### src/rtl/hz_pkg.sv
package hz_pkg;
  localparam int HZ_REG_W  = 5;
  localparam int HZ_NSTAGE = 3;
  localparam int HZ_NSRC   = 2;
  localparam int HZ_SEL_W  = $clog2(HZ_NSTAGE + 1);

  typedef enum logic [HZ_SEL_W-1:0] {
    BYP_RF  = 2'b00,
    BYP_ALU = 2'b01,
    BYP_MEM = 2'b10,
    BYP_WB  = 2'b11
  } byp_sel_e;
endpackage

### src/rtl/hz_src_match.sv
module hz_src_match #(
  parameter int REG_W  = 5,
  parameter int NSTAGE = 3
) (
  input  logic [REG_W-1:0]        src,
  input  logic                    used,
  input  logic [NSTAGE-1:0]       stg_wen,
  input  logic [NSTAGE*REG_W-1:0] stg_dst,
  output logic [NSTAGE-1:0]       hit
);
  localparam logic [REG_W-1:0] ZERO_REG = '1;

  logic eligible;
  assign eligible = used && (src != ZERO_REG);

  for (genvar s = 0; s < NSTAGE; s++) begin : g_stage
    assign hit[s] = eligible && stg_wen[s] &&
                    (stg_dst[s*REG_W +: REG_W] == src);
  end
endmodule

### src/rtl/hz_prio_sel.sv
module hz_prio_sel #(
  parameter int NSTAGE = 3,
  localparam int SEL_W = $clog2(NSTAGE + 1)
) (
  input  logic [NSTAGE-1:0] hit,
  output logic [SEL_W-1:0]  sel
);
  // index 0 is the youngest stage; scanning oldest to youngest lets the youngest overwrite
  always_comb begin
    sel = '0;
    for (int i = NSTAGE - 1; i >= 0; i--) begin
      if (hit[i]) sel = SEL_W'(i + 1);
    end
  end
endmodule

### src/rtl/hz_load_stall.sv
module hz_load_stall #(
  parameter int NSRC = 2
) (
  input  logic [NSRC-1:0] youngest_hit,
  input  logic            youngest_is_load,
  output logic            stall
);
  assign stall = youngest_is_load && (|youngest_hit);
endmodule

### src/rtl/hz_bypass_unit.sv
module hz_bypass_unit #(
  parameter int REG_W = hz_pkg::HZ_REG_W,
  localparam int NSTAGE = hz_pkg::HZ_NSTAGE,
  localparam int NSRC   = hz_pkg::HZ_NSRC,
  localparam int SEL_W  = $clog2(NSTAGE + 1)
) (
  input  logic [REG_W-1:0] rf_ra,
  input  logic [REG_W-1:0] rf_rb,
  input  logic [REG_W-1:0] rf_rc,
  input  logic             rf_use_a,
  input  logic             rf_use_b,
  input  logic             rf_is_store,
  input  logic             alu_wen,
  input  logic [REG_W-1:0] alu_dst,
  input  logic             alu_is_load,
  input  logic             mem_wen,
  input  logic [REG_W-1:0] mem_dst,
  input  logic             wb_wen,
  input  logic [REG_W-1:0] wb_dst,
  output logic [SEL_W-1:0] sel_a,
  output logic [SEL_W-1:0] sel_b,
  output logic             stall
);
  logic [NSTAGE-1:0]       stg_wen;
  logic [NSTAGE*REG_W-1:0] stg_dst;
  logic [REG_W-1:0]        src   [NSRC];
  logic [NSRC-1:0]         used;
  logic [NSTAGE-1:0]       hit   [NSRC];
  logic [SEL_W-1:0]        sel   [NSRC];
  logic [NSRC-1:0]         young_hit;

  assign stg_wen = {wb_wen, mem_wen, alu_wen};
  assign stg_dst = {wb_dst, mem_dst, alu_dst};

  assign src[0]  = rf_ra;
  assign src[1]  = rf_is_store ? rf_rc : rf_rb;
  assign used    = {rf_use_b, rf_use_a};

  for (genvar k = 0; k < NSRC; k++) begin : g_src
    hz_src_match #(.REG_W(REG_W), .NSTAGE(NSTAGE)) u_match (
      .src(src[k]), .used(used[k]), .stg_wen(stg_wen),
      .stg_dst(stg_dst), .hit(hit[k])
    );
    hz_prio_sel #(.NSTAGE(NSTAGE)) u_prio (
      .hit(hit[k]), .sel(sel[k])
    );
    assign young_hit[k] = hit[k][0];
  end

  hz_load_stall #(.NSRC(NSRC)) u_stall (
    .youngest_hit(young_hit), .youngest_is_load(alu_is_load), .stall(stall)
  );

  assign sel_a = sel[0];
  assign sel_b = sel[1];
endmodule

### config.mk
export PLATFORM = sky130hd
export DESIGN_NAME = hz_bypass_unit
export DESIGN_NICKNAME = d
export VERILOG_FILES = /design/src/rtl/hz_pkg.sv /design/src/rtl/hz_src_match.sv /design/src/rtl/hz_prio_sel.sv /design/src/rtl/hz_load_stall.sv /design/src/rtl/hz_bypass_unit.sv
export SDC_FILE = /design/constraint.sdc
export NUM_CORES = 1
export LEC_CHECK = 0
export ABC_AREA = 0
export BUFFER_PORTS_ARGS = -buffer_cell sky130_fd_sc_hd__buf_4
export CAP_MARGIN = 40
export CORE_AREA = 2 2 39 41
export DETAILED_ROUTE_END_ITERATION = 16
export DIE_AREA = 0 0 41 43
export PLACE_DENSITY = 0.82
export SLEW_MARGIN = 25
export SYNTH_ARGS = -nofsm -noshare
export SYNTH_HDL_FRONTEND = slang
export SYNTH_SLANG_ARGS = --single-unit
export TNS_END_PERCENT = 30
### constraint.sdc
create_clock -name vclk -period 3.8
set_input_delay 0.38 -clock vclk [all_inputs]
set_output_delay 0.38 -clock vclk [all_outputs]
set_load 0.01 [all_outputs]
==> flow_metrics.py <==
metrics = {
    "outcome": {
        "status": "complete, no violations",
    },
    "worst_setup_path": {
        "crit_chain": "buf_4 > mux2i_2 > xnor2_1 > nor4_2 > nand3_1 > a21boi_1 > buf_4",
        "slowest_stage": "mux2i_2",
        "end_kind": "primary output",
        "start_kind": "input pin",
        "cpPeakStageDelay_ns": 0.33,
        "crit_buf_inv": 2,
        "critical_path.max_fanout": 9,
        "critical_path.most_common_cell": "buf_4",
        "crit_type": "input pin to primary output",
        "cp.required_ns": 3.42,
        "worst_ep_arrival_time_ns": 1.76,
        "cp_top_family": "simple AND/OR/NAND/NOR gates",
    },
    "clock_network": {
        "hold_buffers": 0,
        "post_cts_buffers": 0,
        "ctsResizeCount": 0,
    },
    "routing": {
        "via_per_inst": 4.87,
        "drtPass1Iterations": 2,
        "routed_wl_um": 1480,
        "drtIter0Drc": 3,
        "drc": 0,
        "met2WireLength_um": 812,
        "ant_nets": 0,
        "wl_met3_um": 86,
        "vias": 613,
        "wl_met1_um": 581,
        "wl_per_cell_um": 11.7,
        "top_layer": "met3",
    },
    "cells_and_area": {
        "drive_above_1_share": 0.445,
        "nFlopsAndLatches": 0,
        "final_common_cell": "buf_4",
        "layout.area.seq_um2": 0,
        "syn2layout_area_growth_pct": 59.4,
        "multi_input_area_um2": 531,
        "fillers": 127,
        "num_antenna_cells": 0,
        "fin_nets": 149,
        "clock_buffers": 0,
        "fin_area_um2": 870,
        "layout_common_cells": "buf_4, xnor2_1, xor2_1, mux2i_2",
    },
    "die": {
        "start_util": 0.394,
        "chipWidth_um": 41,
        "rows": 14,
        "dieArea_mm2": 0.00176,
        "coreArea_mm2": 0.00138,
        "io_pins": 42,
        "die_h_um": 43,
    },
    "worst_hold_path": {
        "hp-class": "input pin to primary output",
    },
    "placed_design": {
        "dpl_cell_area_um2": 870,
        "place_congestion": 0.812,
        "hpwl_um": 1390,
        "numPortBuffers": 42,
    },
    "sta": {
        "max_freq_ghz": 0.467,
        "slew_violations": 0,
        "timing.setup.tns_ns": 0,
        "setup-violations-final": 0,
        "timing.final.crit_share": 0.564,
        "finalCriticalPeriod_ns": 2.14,
        "relSlewSlack": 0.728,
        "worst_pin_slew_ns": 0.403,
        "whs_ns": 1.10,
        "hold_viol": 0,
        "grt_setup_unrepaired": "false",
    },
    "grt": {
        "track_usage": 0.185,
        "grt_first_pass_wirelength_um": 2350,
        "first_global_vias": 560,
        "grt_overflow": 0,
        "grt_max_degree": 10,
        "antenna_found_initial": 0,
    },
    "yosys": {
        "synth_cell_types": 21,
        "synthesis.nets": 106,
        "synth.avg_cell_area_um2": 7.91,
        "yosys_warnings": 0,
        "ys_seq_area_frac": 0,
        "synth_cells": 69,
        "syn_area_um2": 546,
    },
    "power": {
        "p_leak_nw": 0.368,
        "max-vdd-ir-drop_mv": 0.0637,
        "power_frac_comb": 1.000,
        "pwr-share-clk": 0,
        "swShare": 0.428,
        "p_seq_frac": 0,
        "power.switching_mw": 0.0425,
        "cell_internal_pwr_mw": 0.0568,
        "powerDensity_mw_per_mm2": 114,
    },
    "flow_run": {
        "drv_cap": 0,
    },
}
==> cell families (layout without fill, tap and decap cells) <==
family                    count (synthesis)  count (layout)  share of synthesized area
xor gates and xnor gates                 30              30                      0.482
and+or+nand+nor                          23              23                      0.255
AOI/OAI and AO/OA                         9               9                      0.110
muxes                                     5               5                      0.126
buffers and inverters                     2              43                     0.0275
==> synthesized netlist by cell type, types with 2 or more instances <==
cell,number,share of area
a21boi_0,2,0.028
and3_1,2,0.023
mux2i_2,5,0.13
nand2_1,4,0.028
nand3_1,4,0.037
nand4_1,4,0.046
nor2_1,2,0.014
nor4_1,2,0.023
nor4_2,2,0.046
o21a_1,2,0.028
o21ai_0,2,0.018
xnor2_1,23,0.37
xor2_1,7,0.11
==> cell type report <==
class | instances | share of cell area
repair buffers | 42 | 0.363
well taps | 16 | 0.0230
inverters | 1 | 0.00432
multi-input cells | 67 | 0.610
==> through the flow <==
step                      utilization  instances  setup WS (ns)  power [mW]
final                           0.628        126           1.66      0.0992
after global routing            0.628        126           1.55       0.108
after CTS                       0.628        126           1.65      0.0998
after detailed placement        0.628        126           1.65      0.0995
after global placement          0.628        126           1.68      0.0984
after floorplan                     -         69           1.88      0.0522
==> power by group through the flow <==
stage	clock network (mW)	logic (mW)	registers, mW
floorplan	0	0.0522	0
global placement	0	0.0984	0
detailed placement	0	0.0995	0
CTS	0	0.0998	0
global route	0	0.108	0
finish	0	0.0992	0
==> metal layers <==
metal / GRT usage / vias up
met5: 0 / -
met4: 0 / 0
met3: 0 / 0
met2: 0.331 / 21
met1: 0.250 / 261
li1: - / 331
==> final timing paths <==
kind                     from  slack, ns     to  cells past startpoint
setup / recovery  rf_is_store       1.66  stall                      7
hold / removal    alu_is_load       1.10  stall                      3
No activity file was read; power rests on OpenSTA's default activity.
